`src/rtl/gpio_mp_pkg.sv`:
```
package gpio_mp_pkg;

    // Kind of register access decoded from the bus offset
    typedef enum logic [1:0] {
        ACC_NONE  = 2'd0,
        ACC_DATA  = 2'd1,
        ACC_DIR   = 2'd2,
        ACC_OTHER = 2'd3
    } acc_kind_e;

endpackage

```
`src/rtl/gpio_pin_sync.sv`:
```
module gpio_pin_sync #(
    parameter int WIDTH  = 8,
    parameter int STAGES = 2
) (
    input  logic             clk,
    input  logic             rst_n,
    input  logic [WIDTH-1:0] async_in,
    output logic [WIDTH-1:0] sync_out
);

    logic [WIDTH-1:0] stage_q [STAGES];

    for (genvar g = 0; g < STAGES; g++) begin : g_stage
        logic [WIDTH-1:0] stage_d;
        if (g == 0) begin : g_first
            assign stage_d = async_in;
        end else begin : g_next
            assign stage_d = stage_q[g-1];
        end

        always_ff @(posedge clk) begin
            if (!rst_n) begin
                stage_q[g] <= '0;
            end else begin
                stage_q[g] <= stage_d;
            end
        end
    end

    assign sync_out = stage_q[STAGES-1];

endmodule

```
`src/rtl/gpio_addr_decode.sv`:
```
module gpio_addr_decode
    import gpio_mp_pkg::*;
#(
    parameter int NPINS  = 8,
    parameter int ADDR_W = 12
) (
    input  logic              bus_sel,
    input  logic              bus_wr,
    input  logic [ADDR_W-1:0] bus_addr,
    output acc_kind_e         acc_kind,
    output logic              acc_write,
    output logic [NPINS-1:0]  acc_mask
);

    // Data window spans 4 bytes per mask value; direction sits just above it
    localparam int            WIN_BYTES = 1 << (NPINS + 2);
    localparam logic [ADDR_W-1:0] WIN_END = ADDR_W'(WIN_BYTES);
    localparam logic [ADDR_W-3:0] DIR_WORD = (ADDR_W-2)'(WIN_BYTES >> 2);

    always_comb begin
        acc_mask  = bus_addr[NPINS+1:2];
        acc_write = bus_sel && bus_wr;
        if (!bus_sel) begin
            acc_kind = ACC_NONE;
        end else if (bus_addr < WIN_END) begin
            acc_kind = ACC_DATA;
        end else if (bus_addr[ADDR_W-1:2] == DIR_WORD) begin
            acc_kind = ACC_DIR;
        end else begin
            acc_kind = ACC_OTHER;
        end
    end

endmodule

```
`src/rtl/gpio_port_regs.sv`:
```
module gpio_port_regs
    import gpio_mp_pkg::*;
#(
    parameter int NPINS = 8
) (
    input  logic             clk,
    input  logic             rst_n,
    input  acc_kind_e        acc_kind,
    input  logic             acc_write,
    input  logic [NPINS-1:0] acc_mask,
    input  logic [NPINS-1:0] wdata,
    input  logic [NPINS-1:0] pin_sync,
    output logic [NPINS-1:0] dir_q,
    output logic [NPINS-1:0] data_q,
    output logic [NPINS-1:0] rdata_q
);

    typedef struct packed {
        logic [NPINS-1:0] dir;
        logic [NPINS-1:0] data;
        logic [NPINS-1:0] rdata;
    } port_state_t;

    port_state_t cur_q;
    port_state_t nxt_d;
    logic [NPINS-1:0] wr_bits_d;

    always_comb begin
        nxt_d     = cur_q;
        wr_bits_d = acc_mask & cur_q.dir;

        // Input pins track the synchronized pin level; outputs keep their value
        nxt_d.data = (cur_q.data & cur_q.dir) | (pin_sync & ~cur_q.dir);

        if (acc_write) begin
            unique case (acc_kind)
                ACC_DATA: nxt_d.data = (nxt_d.data & ~wr_bits_d) | (wdata & wr_bits_d);
                ACC_DIR:  nxt_d.dir  = wdata;
                default:  ;
            endcase
        end else if (acc_kind != ACC_NONE) begin
            unique case (acc_kind)
                ACC_DATA: nxt_d.rdata = cur_q.data & acc_mask;
                ACC_DIR:  nxt_d.rdata = cur_q.dir;
                default:  nxt_d.rdata = '0;
            endcase
        end
    end

    always_ff @(posedge clk) begin
        if (!rst_n) begin
            cur_q <= '0;
        end else begin
            cur_q <= nxt_d;
        end
    end

    assign dir_q   = cur_q.dir;
    assign data_q  = cur_q.data;
    assign rdata_q = cur_q.rdata;

    // a data write leaves unmasked output bits untouched
    a_r3_write_masked: assert property (@(posedge clk) disable iff (!rst_n)
        (acc_write && acc_kind == ACC_DATA) |=>
            (((data_q ^ $past(data_q)) & $past(dir_q) & ~$past(acc_mask)) == '0));

    // without a data write, bits that were outputs hold their value
    a_r6_out_hold: assert property (@(posedge clk) disable iff (!rst_n)
        !(acc_write && acc_kind == ACC_DATA) |=>
            (((data_q ^ $past(data_q)) & $past(dir_q)) == '0));

    // bits that were inputs take the synchronizer output
    a_r6_in_follow: assert property (@(posedge clk) disable iff (!rst_n)
        !(acc_write && acc_kind == ACC_DATA) |=>
            (((data_q ^ $past(pin_sync)) & ~$past(dir_q)) == '0));

    // a direction write loads the written value
    a_r4_dir_load: assert property (@(posedge clk) disable iff (!rst_n)
        (acc_write && acc_kind == ACC_DIR) |=> (dir_q == $past(wdata)));

    // writes to other offsets change no register
    a_r7_other_ignored: assert property (@(posedge clk) disable iff (!rst_n)
        (acc_write && acc_kind == ACC_OTHER) |=> $stable(dir_q));

    // read data holds when no read is taken
    a_r8_rdata_hold: assert property (@(posedge clk) disable iff (!rst_n)
        (acc_write || acc_kind == ACC_NONE) |=> $stable(rdata_q));

endmodule

```
`src/rtl/gpio_masked_port.sv`:
```
module gpio_masked_port
    import gpio_mp_pkg::*;
#(
    parameter int NPINS       = 8,
    parameter int ADDR_W      = 12,
    parameter int SYNC_STAGES = 2
) (
    input  logic              clk,
    input  logic              rst_n,
    input  logic              bus_sel,
    input  logic              bus_wr,
    input  logic [ADDR_W-1:0] bus_addr,
    input  logic [NPINS-1:0]  bus_wdata,
    output logic [NPINS-1:0]  bus_rdata,
    input  logic [NPINS-1:0]  pin_in,
    output logic [NPINS-1:0]  pin_out
);

    acc_kind_e        acc_kind;
    logic             acc_write;
    logic [NPINS-1:0] acc_mask;
    logic [NPINS-1:0] pin_sync;
    logic [NPINS-1:0] dir_q;
    logic [NPINS-1:0] data_q;

    gpio_pin_sync #(
        .WIDTH  (NPINS),
        .STAGES (SYNC_STAGES)
    ) i_sync (
        .clk      (clk),
        .rst_n    (rst_n),
        .async_in (pin_in),
        .sync_out (pin_sync)
    );

    gpio_addr_decode #(
        .NPINS  (NPINS),
        .ADDR_W (ADDR_W)
    ) i_decode (
        .bus_sel   (bus_sel),
        .bus_wr    (bus_wr),
        .bus_addr  (bus_addr),
        .acc_kind  (acc_kind),
        .acc_write (acc_write),
        .acc_mask  (acc_mask)
    );

    gpio_port_regs #(
        .NPINS (NPINS)
    ) i_regs (
        .clk       (clk),
        .rst_n     (rst_n),
        .acc_kind  (acc_kind),
        .acc_write (acc_write),
        .acc_mask  (acc_mask),
        .wdata     (bus_wdata),
        .pin_sync  (pin_sync),
        .dir_q     (dir_q),
        .data_q    (data_q),
        .rdata_q   (bus_rdata)
    );

    // Outputs drive the data bit; inputs float high
    assign pin_out = (data_q & dir_q) | ~dir_q;

    // a pin that is an input never drives low
    a_r5_input_floats: assert property (@(posedge clk) disable iff (!rst_n)
        ((~pin_out & ~dir_q) == '0));

endmodule

```
`config.mk`:
```
export PLATFORM = sky130hd
export DESIGN_NAME = gpio_masked_port
export DESIGN_NICKNAME = d
export VERILOG_FILES = /design/src/rtl/gpio_mp_pkg.sv /design/src/rtl/gpio_pin_sync.sv /design/src/rtl/gpio_addr_decode.sv /design/src/rtl/gpio_port_regs.sv /design/src/rtl/gpio_masked_port.sv
export SDC_FILE = /design/constraint.sdc
export NUM_CORES = 1
export LEC_CHECK = 0
export BUFFER_PORTS_ARGS = -buffer_cell sky130_fd_sc_hd__buf_2
export CAP_MARGIN = 20
export CORE_UTILIZATION = 55
export CTS_CLUSTER_DIAMETER = 50
export DETAILED_ROUTE_END_ITERATION = 10
export PLACE_DENSITY = 0.88
export SKIP_LAST_GASP = 1
export SYNTH_ARGS = -nofsm -noshare
export SYNTH_HDL_FRONTEND = slang
export SYNTH_SLANG_ARGS = --single-unit
```
`constraint.sdc`:
```
create_clock -name clk -period 3.3 [get_ports clk]
set_input_delay 0.165 -clock clk [delete_from_list [all_inputs] [get_ports clk]]
set_output_delay 0.165 -clock clk [all_outputs]
set_load 0.01 [all_outputs]
```
======== Word-level counts from Yosys, hierarchy flattened ========
Memories as Yosys holds them, arrays and structs flattened.
Index checks and enable logic that the tools add are counted.
storage, ports and cells
  register bits ........................... 24
  RAM bits ................................ 16
  input port bits ......................... 32
  output and inout bits ................... 16
  logic and storage cells ................. 36
  memories ................................ 1
cells by class
  magnitude comparators ................... 1
  equality and inequality tests ........... 3
  multiplexer cells ....................... 10
  bitwise operators ....................... 14
  reduce and logical (&&, ||, !) cells .... 4
memory list
  name            depth  width  rd ports  clocked after Yosys merged registers in  write ports  RTL line             text
  i_sync.stage_q  2      8      2         0                                        2            gpio_pin_sync.sv:11  logic [WIDTH-1:0] stage_q [STAGES];
operators by type and width
  operator                                                                         count
  8-bit bitwise AND                                                                6
  8-bit two-way mux                                                                4
  8-bit bitwise OR                                                                 3
  8-bit inverter                                                                   2
  8-bit case mux with 2 select lines                                               1
  12-bit by 11-bit less-than comparator with 1-bit output (second input constant)  1
  10-bit by 9-bit == test with 1-bit output (second input constant)                1
  2-bit two-way mux                                                                2
  2-bit AND reduction                                                              2
  1-bit two-way mux                                                                3
  2-bit by 1-bit == test with 1-bit output (second input constant)                 1
  2-bit == test (second input constant)                                            1
  1-bit bitwise OR                                                                 2
  2-bit nonzero test                                                               1
  1-bit logical AND                                                                1
  1-bit inverter                                                                   1

======== Logic depth before layout (Yosys ltp) ========
  depth after elaboration ................. 7
  mapped depth ............................ 5
  gate-level depth less buffers ........... 3

======== Modules after synthesis ========
A second synthesis with hierarchy kept.
unflattened totals
  cell total of the unflattened synthesis .. 177
  area total of the unflattened synthesis .. 1736.7 sq um
by module, submodules not included
  module            instances  cells each  area each (sq um)  sequential area each (sq um)
  gpio_port_regs    1          120         1131.1             480.5
  gpio_pin_sync     1          33          446.7              320.3
  gpio_addr_decode  1          16          108.9              0.0
  gpio_masked_port  1          8           50.0               0.0

======== Worst setup path before layout ========
No wires, ideal clock.
  kind .................................... input to register
  start ................................... in bus_addr[6]
  end ..................................... reg i_regs.cur_q, in the netlist i_regs.dir_q[0]
  setup time .............................. 72 ps
  data arrival time ....................... 1139 ps
  data required time ...................... 3228 ps
  slack ................................... 2089 ps
  stages on the path ...................... 4
  path buffers ............................ 1
  path through ............................ nor4b_4 and4_1 buf_6 mux2i_1
on the way
  word-level cells in the longest chain between the ends .. 6
  elaborated cells on any way between the ends .. 7
  classes of those cells .................. order compare (1); eq/ne (2); mux (3); reduce/logical (1)
ends and longest elaborated chain
  element                                                                                                          RTL line                text
  start: declaration                                                                                               gpio_masked_port.sv:12  input logic [ADDR_W-1:0] bus_addr,
  parallel branches: the longest is 2 deep, another holds 12-bit by 11-bit less-than comparator with 1-bit output  n/a
  2-bit two-way mux (*)                                                                                            gpio_addr_decode.sv:25  end else if (bus_addr < WIN_END) begin
  2-bit two-way mux (*)                                                                                            gpio_addr_decode.sv:23  if (!bus_sel) begin
  2-bit == test (*)                                                                                                gpio_port_regs.sv:36    unique case (acc_kind)
  2-bit AND reduction (no source line) (*)                                                                         n/a
  end signal: assignment                                                                                           gpio_port_regs.sv:54    cur_q <= nxt_d;
  end: declaration                                                                                                 gpio_port_regs.sv:24    port_state_t cur_q;
Mark *: on every way between the ends.
A chain may end at the register's enable or synchronous reset.

======== Worst setup path after layout ========
  start ................................... in bus_addr[6]
  end ..................................... reg i_regs.cur_q, in the netlist i_regs.dir_q[2]
Same word-level chain as after synthesis.

==> flow_summary.json <==
{
  "synth.avg_cell_area_um2": 9.51,
  "final_layout_size_suffix_gt1_share_pct": 23.6,
  "p_seq_share_pct": 51.8,
  "tightestPinTransition_ns": 0.729,
  "hold_slack_ns": 0.0711,
  "postRouteAntennaNets": 0,
  "tns_ns": 0,
  "num_rows": 19,
  "synth_cell_types": 23,
  "post_cts_resize_count": 0,
  "finish.utilization_pct": 73.7,
  "cts_post_setup_buffers_inserted": 0,
  "num_vias": 1518,
  "antenna_found_initial": 0,
  "rsz0062_at_grt": "false",
  "finalHoldViolCount": 0,
  "vdd_drop_max_mv": 0.341,
  "multiInputGateArea_um2": 861,
  "synth_area_leaders": "dfxtp_1 (47%), mux2i_1 (9.4%), and2_1 (5.8%), nand2_1 (5.3%), o311a_1 (4.7%)",
  "switching_share_pct": 20.9,
  "core-area_um2": 2850,
  "ys_warn_count": 0,
  "grt_max_degree": 49,
  "die_y_um": 57.8,
  "wl_per_cell_um": 14.3,
  "syn_inst": 180,
  "grt_pass1_vias": 1316,
  "drv_slew": 0,
  "ctsRootBufferMaster": "clkbuf_4",
  "start_kind": "input pin",
  "place_area_um2": 1930,
  "drc": 3,
  "path_class": "input pin to register",
  "hold_buffers": 0,
  "die_x_um": 57.8,
  "cts.sinks": 40,
  "ys_seq_area_share_pct": 46.8,
  "drv_cap": 0,
  "slew_headroom_pct": 51.1,
  "seqCellArea_um2": 801,
  "start_util_pct": 60.0,
  "areaGrowthSynthToFinish_pct": 22.9,
  "cp.arrival_ns": 1.73,
  "clock_path_buffers": 2,
  "grt.overflow.total": 0,
  "syn_nets": 212,
  "hold_class": "input pin to register",
  "die_area_um2": 3340,
  "clock_latency_ns": 0.34,
  "hpwl_mm": 2.48,
  "worstPathRequired_ns": 3.57,
  "leakagePower_nw": 0.839,
  "portBuffers": 45,
  "h-tree-depth": 2,
  "routed_wl_mm": 3.71,
  "p_clk_share_pct": 39.3,
  "pin_count": 48,
  "dr.pass1.iters": 8,
  "comb_power_share_pct": 8.9,
  "fillerInstances": 217,
  "power_switching_mw": 0.204,
  "p_per_area_nw_per_um2": 464,
  "first_iter_violations": 100,
  "skew_ns": 0.00274,
  "diodes": 0,
  "grt_pass1_wl_mm": 5.75,
  "cp_max_fo": 9,
  "globalRouteTotalUtil_pct": 23.3,
  "violations": "design-rule violations",
  "synth_top_area_cell": "dfxtp_1",
  "finalNetCount": 261,
  "via_per_inst": 5.84,
  "outcome": "complete, but fails checks",
  "final_area_um2": 2100,
  "tritoncts": "done",
  "cts_buffers": 5,
  "finalSetupViolCount": 0,
  "min_period_ns": 1.45,
  "p_int_mw": 0.772,
  "fmax_mhz": 688,
  "yosys_register_bits": 40,
  "clk_pin_slew_ns": 0.11,
  "netlist_area_um2": 1710,
  "crit_path_end_kind": "register",
  "synth_top_area_share_pct": 46.8,
  "place_congestion": 0.803,
  "post-route-period-util_pct": 44.0
}
==> metrics by stage <==
stage	power (mW)	std cells	setup slack, ns
2_1_floorplan	0.559	180	2.09
3_3_place_gp	0.594	245	1.58
3_5_place_dp	0.596	245	1.51
4_1_cts	0.973	252	1.87
5_1_grt	1.02	260	1.80
6_report	0.977	260	1.85
==> metal layers <==
layer | GRT usage, % | vias to the layer above | share of wire [%]
li1 | - | 750 | -
met1 | 29.3 | 693 | 42
met2 | 37.2 | 69 | 49
met3 | 8.04 | 6 | 8.1
met4 | 8.84 | 0 | 1.2
met5 | 0 | - | 0
==> registers in the layout, summed over array words and instances, names as in the netlist <==
| register | flops |
|---|---|
| i_regs.data_q | 8 |
| i_regs.dir_q | 8 |
| i_regs.rdata_q | 8 |
| i_sync.stage_q | 16 |
==> synth_stat cells <==
cell and n:
nor3_4 1, and4b_1 1, o21ai_1 8, mux2i_1 16, nand4_1 8, buf_2 1
o21ai_0 8, nor2b_1 1, buf_1 1, nor2_1 2, and3b_1 8, nand4bb_1 1
a31oi_1 8, nand2_1 24, clkbuf_1 8, nand2b_1 9, buf_6 1, dfxtp_1 40
nor4b_4 1, and4_1 1, a21oi_1 8, o311a_1 8, and2_1 16
==> layout by cell type, fill, tap and decap left out, drive strengths merged <==
cell type	Yosys	routed
buf	3	45
dfxtp	40	40
nand2	24	24
and2	16	16
mux2i	16	16
o21ai	16	16
nand2b	9	9
a31oi	8	8
and3b	8	8
nand4	8	8
a21oi	8	8
o311a	8	8
dlygate4sd3	0	8
clkbuf	8	5
nor2	2	2
bufinv	0	2
nor3	1	1
nor4b	1	1
and4b	1	1
and4	1	1
nor2b	1	1
nand4bb	1	1
==> area by class of cell <==
| class | instances | area share, % |
|---|---|---|
| multi-input combinational | 129 | 40.9 |
| sequential | 40 | 38.1 |
| timing repair buffer | 53 | 14.5 |
| clock inverter | 2 | 2.86 |
| tap | 31 | 1.84 |
| clock buffer | 5 | 1.78 |
==> worst max-delay path: stages <==
cell,delay (ns)
buf_2,0.13
nor4b_4,0.52
and4_1,0.64
mux2i_1,0.27
==> worst paths after layout <==
path | start | slack (ns) | to | depth (start not counted)
setup / recovery | bus_addr[6] | 1.85 | i_regs.dir_q[2]$_SDFFE_PN0P_ | 4
hold / removal | bus_wdata[0] | 0.07 | i_regs.dir_q[0]$_SDFFE_PN0P_ | 3
setup reg to reg | i_regs.dir_q[0]$_SDFFE_PN0P_ | 2.32 | i_regs.rdata_q[0]$_SDFFE_PN0P_ | 3
hold reg to reg | i_sync.stage_q[0][1]$_SDFF_PN0_ | 0.44 | i_sync.stage_q[1][1]$_SDFF_PN0_ | 1
==> logic make-up (layout without fill, tap and decap cells) <==
kind of cell,count (synthesis),in the layout,synth area share (%)
AND/OR/NAND/NOR,73,73,26.3
AO/OA/AOI/OAI,40,40,14.6
flip-flops,40,40,46.8
multiplexers,16,16,9.36
buffers and inverters,11,60,2.92
==> power by group through the flow <==
stage,registers (mW),clock network (mW),logic [mW]
2_1_floorplan,0.518,0,0.0407
3_3_place_gp,0.517,0,0.0775
3_5_place_dp,0.517,0,0.0792
4_1_cts,0.506,0.388,0.0794
5_1_grt,0.508,0.419,0.0955
6_report,0.506,0.383,0.0872
(Power assumes the default switching activity.)
